--- config.mk ---
export PLATFORM = sky130hd
export DESIGN_NAME = sample_fifo_multimode
export DESIGN_NICKNAME = d
export VERILOG_FILES = /design/src/rtl/sfifo_pkg.sv /design/src/rtl/sfifo_policy.sv /design/src/rtl/sfifo_store.sv /design/src/rtl/sfifo_ctrl.sv /design/src/rtl/sample_fifo_multimode.sv
export SDC_FILE = /design/constraint.sdc
export NUM_CORES = 1
export LEC_CHECK = 0
export ABC_CLOCK_PERIOD_IN_PS = 10600
export BUFFER_PORTS_ARGS = -buffer_cell sky130_fd_sc_hd__buf_2
export CORE_MARGIN = 2
export CORE_UTILIZATION = 25
export DETAILED_ROUTE_END_ITERATION = 6
export GPL_ROUTABILITY_DRIVEN = 0
export HOLD_SLACK_MARGIN = 0.15
export MAX_ROUTING_LAYER = met4
export PLACE_DENSITY = 0.45
export SYNTH_ARGS = -nofsm -noshare
export SYNTH_HDL_FRONTEND = slang
export SYNTH_SLANG_ARGS = --single-unit
--- constraint.sdc ---
create_clock -name clk -period 10.6 [get_ports clk]
set_input_delay 1.59 -clock clk [delete_from_list [all_inputs] [get_ports clk]]
set_output_delay 1.59 -clock clk [all_outputs]
set_load 0.1 [all_outputs]
--- src/rtl/sfifo_pkg.sv ---
package sfifo_pkg;
   typedef enum logic [1:0] {
      POL_OFF  = 2'd0,
      POL_HALT = 2'd1,
      POL_RING = 2'd2
   } policy_e;

   localparam logic [2:0] MODE_OFF            = 3'b000;
   localparam logic [2:0] MODE_HALT           = 3'b001;
   localparam logic [2:0] MODE_RING           = 3'b010;
   localparam logic [2:0] MODE_RING_THEN_HALT = 3'b011;
   localparam logic [2:0] MODE_OFF_THEN_RING  = 3'b100;
   localparam logic [2:0] MODE_OFF_THEN_HALT  = 3'b111;
endpackage

--- src/rtl/sfifo_policy.sv ---
module sfifo_policy
   import sfifo_pkg::*;
(
   input  logic       clk,
   input  logic       rst_n,
   input  logic       en_i,
   input  logic [2:0] mode_i,
   input  logic       trig_i,
   output policy_e    policy_o,
   output logic       restart_o
);
   logic [2:0] mode_q;
   logic       trig_seen_q;
   logic       trig_mode;

   assign restart_o = !en_i || (mode_i != mode_q);
   assign trig_mode = (mode_i == MODE_RING_THEN_HALT) ||
                      (mode_i == MODE_OFF_THEN_RING)  ||
                      (mode_i == MODE_OFF_THEN_HALT);

   always_ff @(posedge clk or negedge rst_n) begin
      if (!rst_n) begin
         mode_q      <= MODE_OFF;
         trig_seen_q <= 1'b0;
      end else begin
         mode_q <= mode_i;
         if (restart_o)
            trig_seen_q <= 1'b0;
         else if (trig_i && trig_mode)
            trig_seen_q <= 1'b1;
      end
   end

   always_comb begin
      policy_o = POL_OFF;
      if (en_i) begin
         unique case (mode_i)
            MODE_HALT:           policy_o = POL_HALT;
            MODE_RING:           policy_o = POL_RING;
            MODE_RING_THEN_HALT: policy_o = trig_seen_q ? POL_HALT : POL_RING;
            MODE_OFF_THEN_RING:  policy_o = trig_seen_q ? POL_RING : POL_OFF;
            MODE_OFF_THEN_HALT:  policy_o = trig_seen_q ? POL_HALT : POL_OFF;
            default:             policy_o = POL_OFF;
         endcase
      end
   end

   // a taken trigger persists while the mode field is unchanged
   assert_trig_sticky_R10: assert property (@(posedge clk) disable iff (!rst_n)
      (trig_seen_q && en_i && mode_i == mode_q) |=> trig_seen_q);
   // disabling forgets the trigger
   assert_off_forgets_R12: assert property (@(posedge clk) disable iff (!rst_n)
      !en_i |=> !trig_seen_q);
endmodule

--- src/rtl/sfifo_store.sv ---
module sfifo_store #(
   parameter int DW    = 24,
   parameter int DEPTH = 32,
   localparam int AW   = $clog2(DEPTH)
) (
   input  logic          clk,
   input  logic          wr_en_i,
   input  logic [AW-1:0] wr_ptr_i,
   input  logic [DW-1:0] wr_data_i,
   input  logic [AW-1:0] rd_ptr_i,
   output logic [DW-1:0] rd_data_o
);
   logic [DEPTH-1:0][DW-1:0] slots;

   for (genvar i = 0; i < DEPTH; i++) begin : g_slot
      logic [DW-1:0] slot_q;
      always_ff @(posedge clk) begin
         if (wr_en_i && wr_ptr_i == AW'(i))
            slot_q <= wr_data_i;
      end
      assign slots[i] = slot_q;
   end

   assign rd_data_o = slots[rd_ptr_i];
endmodule

--- src/rtl/sfifo_ctrl.sv ---
module sfifo_ctrl
   import sfifo_pkg::*;
#(
   parameter int DEPTH = 32,
   localparam int AW   = $clog2(DEPTH),
   localparam int CW   = AW + 1
) (
   input  logic          clk,
   input  logic          rst_n,
   input  policy_e       policy_i,
   input  logic          restart_i,
   input  logic [AW-1:0] wm_level_i,
   input  logic          stop_at_wm_i,
   input  logic          push_i,
   input  logic          pop_i,
   output logic          wr_en_o,
   output logic [AW-1:0] wr_ptr_o,
   output logic [AW-1:0] rd_ptr_o,
   output logic [CW-1:0] count_o,
   output logic          wm_o,
   output logic          ovr_o,
   output logic          full_o,
   output logic          empty_o
);
   logic [AW-1:0] wr_ptr_q, rd_ptr_q;
   logic [CW-1:0] count_q, cap, cnt_after;
   logic          ovr_q, do_pop, space, accept, evict, lost, active;

   assign cap       = stop_at_wm_i ? {1'b0, wm_level_i} : CW'(DEPTH);
   assign active    = (policy_i != POL_OFF) && !restart_i;
   assign do_pop    = pop_i && (count_q != '0) && !restart_i;
   assign cnt_after = count_q - CW'(do_pop);
   assign space     = cnt_after < cap;
   assign accept    = push_i && active && space;
   assign evict     = push_i && active && !space && (policy_i == POL_RING) &&
                      !do_pop && (count_q != '0);
   assign lost      = push_i && active && !accept;

   always_ff @(posedge clk or negedge rst_n) begin
      if (!rst_n) begin
         wr_ptr_q <= '0;
         rd_ptr_q <= '0;
         count_q  <= '0;
         ovr_q    <= 1'b0;
      end else if (restart_i) begin
         wr_ptr_q <= '0;
         rd_ptr_q <= '0;
         count_q  <= '0;
         ovr_q    <= 1'b0;
      end else begin
         if (accept || evict) wr_ptr_q <= wr_ptr_q + 1'b1;
         if (do_pop || evict) rd_ptr_q <= rd_ptr_q + 1'b1;
         count_q <= cnt_after + CW'(accept);
         if (lost)        ovr_q <= 1'b1;
         else if (do_pop) ovr_q <= 1'b0;
      end
   end

   assign wr_en_o  = accept || evict;
   assign wr_ptr_o = wr_ptr_q;
   assign rd_ptr_o = rd_ptr_q;
   assign count_o  = count_q;
   assign ovr_o    = ovr_q;
   assign empty_o  = (count_q == '0);
   assign full_o   = (count_q >= cap);
   assign wm_o     = stop_at_wm_i && (count_q >= {1'b0, wm_level_i});

   assert_count_max_R3: assert property (@(posedge clk) disable iff (!rst_n)
      count_q <= CW'(DEPTH));
   assert_halt_full_R3: assert property (@(posedge clk) disable iff (!rst_n)
      (policy_i == POL_HALT && !restart_i && push_i && !pop_i && count_q == cap)
      |=> ($stable(count_q) && $stable(rd_ptr_q) && ovr_q));
   assert_ring_full_R4: assert property (@(posedge clk) disable iff (!rst_n)
      (policy_i == POL_RING && !restart_i && push_i && !pop_i && count_q == cap && cap != '0)
      |=> ($stable(count_q) && rd_ptr_q == $past(rd_ptr_q) + 1'b1 && ovr_q));
   assert_empty_pop_R5: assert property (@(posedge clk) disable iff (!rst_n)
      (count_q == '0 && pop_i && !push_i) |=> count_q == '0);
   assert_off_stays_R2: assert property (@(posedge clk) disable iff (!rst_n)
      (policy_i == POL_OFF && count_q == '0) |=> count_q == '0);
   assert_restart_clr_R11: assert property (@(posedge clk) disable iff (!rst_n)
      restart_i |=> (count_q == '0 && !ovr_q && rd_ptr_q == '0));
endmodule

--- src/rtl/sample_fifo_multimode.sv ---
module sample_fifo_multimode
   import sfifo_pkg::*;
#(
   parameter int DW    = 24,
   parameter int DEPTH = 32,
   localparam int AW   = $clog2(DEPTH),
   localparam int CW   = AW + 1
) (
   input  logic          clk,
   input  logic          rst_n,
   input  logic          en_i,
   input  logic [2:0]    mode_i,
   input  logic [AW-1:0] wm_level_i,
   input  logic          stop_at_wm_i,
   input  logic          trig_i,
   input  logic          push_i,
   input  logic [DW-1:0] push_data_i,
   input  logic          pop_i,
   output logic [DW-1:0] head_o,
   output logic [CW-1:0] count_o,
   output logic          wm_o,
   output logic          ovr_o,
   output logic          full_o,
   output logic          empty_o
);
   if (DEPTH < 2 || (DEPTH & (DEPTH - 1)) != 0) begin : g_bad_depth
      $error("DEPTH must be a power of two of at least 2");
   end
   if (DW < 1) begin : g_bad_width
      $error("DW must be positive");
   end

   policy_e       policy;
   logic          restart, wr_en;
   logic [AW-1:0] wr_ptr, rd_ptr;

   sfifo_policy u_policy (
      .clk       (clk),
      .rst_n     (rst_n),
      .en_i      (en_i),
      .mode_i    (mode_i),
      .trig_i    (trig_i),
      .policy_o  (policy),
      .restart_o (restart)
   );

   sfifo_ctrl #(.DEPTH(DEPTH)) u_ctrl (
      .clk          (clk),
      .rst_n        (rst_n),
      .policy_i     (policy),
      .restart_i    (restart),
      .wm_level_i   (wm_level_i),
      .stop_at_wm_i (stop_at_wm_i),
      .push_i       (push_i),
      .pop_i        (pop_i),
      .wr_en_o      (wr_en),
      .wr_ptr_o     (wr_ptr),
      .rd_ptr_o     (rd_ptr),
      .count_o      (count_o),
      .wm_o         (wm_o),
      .ovr_o        (ovr_o),
      .full_o       (full_o),
      .empty_o      (empty_o)
   );

   sfifo_store #(.DW(DW), .DEPTH(DEPTH)) u_store (
      .clk       (clk),
      .wr_en_i   (wr_en),
      .wr_ptr_i  (wr_ptr),
      .wr_data_i (push_data_i),
      .rd_ptr_i  (rd_ptr),
      .rd_data_o (head_o)
   );

   // while disabled nothing is held
   assert_disabled_empty_R12: assert property (@(posedge clk) disable iff (!rst_n)
      !en_i |=> empty_o);
endmodule

# Word-level counts from Yosys, hierarchy flattened
# Cells that the tools add are included.
# op_classes
n_addsub	4
multipliers	0
div	0
order_cmp	4
eq_ne	38
shift	0
n_mux	18
n_bitwise	0
n_reduce_logical	62
# ops
cell	count
$bmux 24 s5	1
$eq 5x5->1 const B	16
$logic_and 1x1->1	44
$eq 5x4->1 const B	8
$mux 24	1
$eq 5x3->1 const B	4
$mux 5	4
$mux 6	2
$add 5x1->5 const B	2
$eq 5x2->1 const B	2
$pmux 2 s5	1
$reduce_bool 2->1	4
$add 6x1->6	1
$eq 3x2->1 const B	2
$eq 3x3->1 const B	2
$ge 6x5->1	1
$ge 6x6->1	1
$logic_not 6->1	1
$lt 5x6->1 const B	1
$lt 6x6->1	1
$mux 1	6
$mux 2	3
$reduce_bool 6->1	1
$sub 6x1->6	1
8 further kinds	16
# totals
reg_bits	789
latchBits	0
mem_bits_rw	0
romBits	0
input_bits	39
out_inout_bits	34
wordCells	164
mem_count	0

# Depth between registers and ports, before layout
# logic_depth
depth_word	14
ltp_mapped	19
ltp_nobuf	19

# Modules after synthesis
# A second synthesis with hierarchy kept.
# unflattened
cells_unflattened	1870
area_unflattened_um2	31652.9
# by_module_without_submodules
mod	n_inst	cells_per_inst	area_each_um2	seq_area_each_um2
sfifo_store	1	1692	30002.5	23062.1
sfifo_ctrl	1	157	1441.4	425.4
sfifo_policy	1	21	209.0	100.1

# Least setup slack after synthesis
# Ideal clock, no wire load.
# synth_timing
path_kind	input to register
startpoint	input mode_i[1]
endpoint	register u_store.g_slot[19].slot_q[0], enable pin
setup_ns	0.466
t_arrival_ns	6.253
required_ns	10.134
setup_slack_ns	3.881
path_stages	16
n_path_buf	1
path_cell_list	xnor2_1 -> nand4_1 -> clkbuf_1 -> nor2_1 -> ha_1 -> ha_1 -> nand2_1 -> xor2_1 -> inv_1 -> ha_1 -> nand4_1 -> a311o_1 -> o211ai_1 -> nand2_1 -> nand2_1 -> nor4_1
# synth_via
elab_chain_len	13
elab_cells_between_ends	26
cone_classes	1 x add/sub; 1 x order compare; 7 x eq/ne; 2 x mux; 15 x reduce/logical
# synth_rtl
item	line_no	text
from (decl)	sample_fifo_multimode.sv:12	input logic [2:0] mode_i,
$ne 3x3->1	sfifo_policy.sv:16	assign restart_o = !en_i || (mode_i != mode_q);
$logic_or 1x1->1	sfifo_policy.sv:16	
$logic_not 1->1	sfifo_ctrl.sv:30, sfifo_ctrl.sv:31	
$logic_and 1x1->1	sfifo_ctrl.sv:31	assign do_pop = pop_i && (count_q != '0) && !restart_i;
$sub 6x1->6	sfifo_ctrl.sv:32	assign cnt_after = count_q - CW'(do_pop);
$lt 6x6->1	sfifo_ctrl.sv:33	assign space = cnt_after < cap;
$logic_not 1->1	sfifo_ctrl.sv:35	assign evict = push_i && active && !space && (policy_i == POL_RING) &&
$logic_and 1x1->1 (3 in a row)	sfifo_ctrl.sv:35	
$logic_and 1x1->1	sfifo_ctrl.sv:36	!do_pop && (count_q != '0);
$logic_or 1x1->1 (*)	sfifo_ctrl.sv:59	assign wr_en_o = accept || evict;
$logic_and 1x1->1 (*)	sfifo_store.sv:18	if (wr_en_i && wr_ptr_i == AW'(i))
to (signal assigned)	sfifo_store.sv:19	slot_q <= wr_data_i;
to (decl)	sfifo_store.sv:16	logic [DW-1:0] slot_q;
# Mark *: on every way between the ends. The rest lies on a longest branch, timed or not.
# A chain may end at the register's enable or synchronous reset.

# Worst setup path after layout
# layout_timing
startpoint	register u_ctrl.rd_ptr_q[0] (netlist: u_ctrl.rd_ptr_o[0])
endpoint	output head_o[0]
# layout_via
elab_chain_len	2
# layout_rtl
item	line_no	text
from (decl)	sfifo_ctrl.sv:25	logic [AW-1:0] wr_ptr_q, rd_ptr_q;
from (signal assigned)	sfifo_ctrl.sv:52	if (do_pop || evict) rd_ptr_q <= rd_ptr_q + 1'b1;
$bmux 24 s5	sfifo_store.sv:24	assign rd_data_o = slots[rd_ptr_i];
$mux 24 (not written as such)	sfifo_store.sv:24	
to (decl)	sample_fifo_multimode.sv:19	output logic [DW-1:0] head_o,
# No other way between the ends. The select of a mux whose other input is x is not followed.

==> out/results.ini <==
[yosys]
ys_warn_count=0
ys_seq_area_frac=0.764
async_flop_share=0.0266
yosysTopAreaCellShare=0.747
synth_flop_cell=edfxtp_1
synth_area_per_cell_um2=23.4
syn_area_um2=30900
synth_cells=1318
ys_ff_latch=789
synth_edf_count=768
syn_nets=1384
synthDistinctLibCells=46
yosys-top-cells-area=edfxtp_1, mux4_2, dfrtp_1
post-synth-top-area-cell=edfxtp_1

[power_and_ir_drop]
p_leak_nw=10.7
worst_ir_drop_vdd_uv=119
power_mw=6.43
power_density_nw_per_um2=178

[clock_tree]
h-tree-depth=3
cts_resized=0
clock-root-buffer=clkbuf_16
clockBufferDepth=3
clk_latency_ns=0.65
cts_tree=done
numCtsBuffers=86
cts.clk_slew.worst_paths_ns=0.06
cts_setup_buffers=0
cts_sinks=789
hold_buffers=0

[floorplanning]
rows=128
dieWidth_um=355
start_util=0.253
dieArea_um2=126000
core_region_area_um2=122000
boundaryPins=73
dieHeight_um=355

[status]
status=finished clean

[drt]
vias=14100
dr.pass1.iters=7
drt_iter0_markers=1557
viasPerCell=4.51
wire_per_inst_um=27.1
routed_wl_mm=84.7
postRouteAntennaNets=0
drc_errors=0

[finish]
layout_common_cells=edfxtp_1, mux4_2, clkbuf_16
drive_above_1_share=0.343
n_fill_cell=11800
area_growth_pct=16.7
final_common_cell=edfxtp_1
final_nets=1496

[placed_design]
port_buffers=72
pre_cts_ws_ns=3.68
dp_hpwl_mm=52.2

[global_route]
grt_max_degree=64
grt_pass1_wl_mm=117
grt_pass1_vias=14600
antenna_found_initial=16
grt_usage=0.137
globalRouteOverflowTotal=0

[worst_setup_path]
critical_path_required_ns=9.01
end_kind=output pin
cp.arrival_ns=4.72
ff2ff_path_depth=16
crit_fanout=41
path_class=reg2out
critPathLaunchType=flop

[hold_path]
hold_path_depth=1
hp-class=reg2reg

[timing]
timing.hold.ws_ns=0.554
rsz0062_at_grt=no
tightest_slew_ns=1.10
fin_setup_tns_ns=0
relSlewSlack=0.266
slew_viol_final=0
post-route-period-util=0.595
fin_worst_skew_ns=0.0317
final-setup-viol-count=0
timing.fmax_ghz=0.158
hold_viol=0
worst_slack_ns=4.29
fin_crit_ns=6.31

[job]
cap_violations=0

[report_power, final]
part           internal [mW]  switching [mW]  leakage [nW]
logic                 0.0131          0.0864          2.20
registers               3.42        0.000555          7.18
clock network           1.69            1.22          1.33
[worst paths after layout]
path,start,to,slack [ns]
max in group asynchronous,rst_n,u_ctrl.rd_ptr_o[2],9.29
worst max-delay path,u_ctrl.rd_ptr_o[0],head_o[0],4.29
min in group asynchronous,rst_n,u_policy.mode_q[2],0.91
worst max register to register,u_ctrl.count_o[2],u_store.g_slot[22].slot_q[9],4.47
worst min register to register,u_ctrl.ovr_o,u_ctrl.ovr_o,0.55
worst min-delay path,u_ctrl.ovr_o,u_ctrl.ovr_o,0.55
[state kept, by name, summed over array words and instances (netlist names)]
register	count
u_policy.mode_q	3
u_policy.trig_seen_q	1
u_ctrl.count_o	6
u_ctrl.rd_ptr_o	5
u_ctrl.ovr_o	1
u_ctrl.wr_ptr_o	5
u_store.g_slot.slot_q	768
[critical path, stage by stage (launching register included)]
cell and delay [ns]:
dfrtp_4 0.74, buf_4 0.53, buf_4 0.78, mux4_2 0.71
mux4_2 0.59, mux2_2 0.35, buf_2 0.31
[cell type report]
cell class / count / area [um2] / share of cell area
sequential: 789 / 23600 / 0.655
multi-input combinational: 447 / 7130 / 0.198
clock buffer: 112 / 2310 / 0.0642
tap: 1625 / 2030 / 0.0564
timing repair buffer: 88 / 480 / 0.0133
clock inverter: 44 / 388 / 0.0108
inverter: 18 / 67.6 / 0.00187
antenna: 7 / 17.5 / 0.000486
[per-layer routing]
metal / track usage / up-vias / wire (um)
met5: - / - / 0
met4: 0.0397 / 0 / 1770
li1: - / 5868 / -
met2: 0.208 / 449 / 39500
met3: 0.0288 / 106 / 5720
met1: 0.186 / 7688 / 37700
[stage by stage]
step | instance area, um2 | cells | util
floorplan | 30900 | 1318 | -
global placement | 33300 | 2967 | 0.273
detailed placement | 33300 | 2967 | 0.273
CTS | 36000 | 3123 | 0.295
global route | 36000 | 3129 | 0.295
finish | 36000 | 3130 | 0.295
[Yosys cell counts, types with 3 or more instances]
| library cell | instances |
|---|---|
| nand2_1 | 18 |
| xnor2_1 | 6 |
| nor2b_1 | 6 |
| nand3_1 | 10 |
| buf_2 | 10 |
| buf_4 | 9 |
| edfxtp_1 | 768 |
| ha_1 | 27 |
| a21oi_1 | 11 |
| or3_1 | 6 |
| nand4_1 | 3 |
| clkbuf_1 | 35 |
| inv_1 | 18 |
| nand2b_1 | 5 |
| and2_1 | 7 |
| mux4_2 | 240 |
| nor3b_1 | 3 |
| nor4_1 | 4 |
| buf_1 | 8 |
| mux2_2 | 25 |
| o21ai_0 | 9 |
| nor2_1 | 36 |
| xor2_1 | 5 |
| dfrtp_1 | 21 |
[cell families (layout without fill, tap and decap cells)]
kind of cell | Yosys count | count (layout) | synth area share
AO/OA/AOI/OAI | 35 | 35 | 0.00754
XOR/XNOR | 11 | 11 | 0.00312
AND/OR/NAND/NOR | 107 | 107 | 0.0174
flip-flops | 789 | 789 | 0.764
adder cells (fa/ha/maj) | 27 | 27 | 0.0109
other | 0 | 7 | 0
multiplexers | 267 | 267 | 0.185
buffers and inverters | 82 | 262 | 0.0120
(Power assumes the default switching activity.)
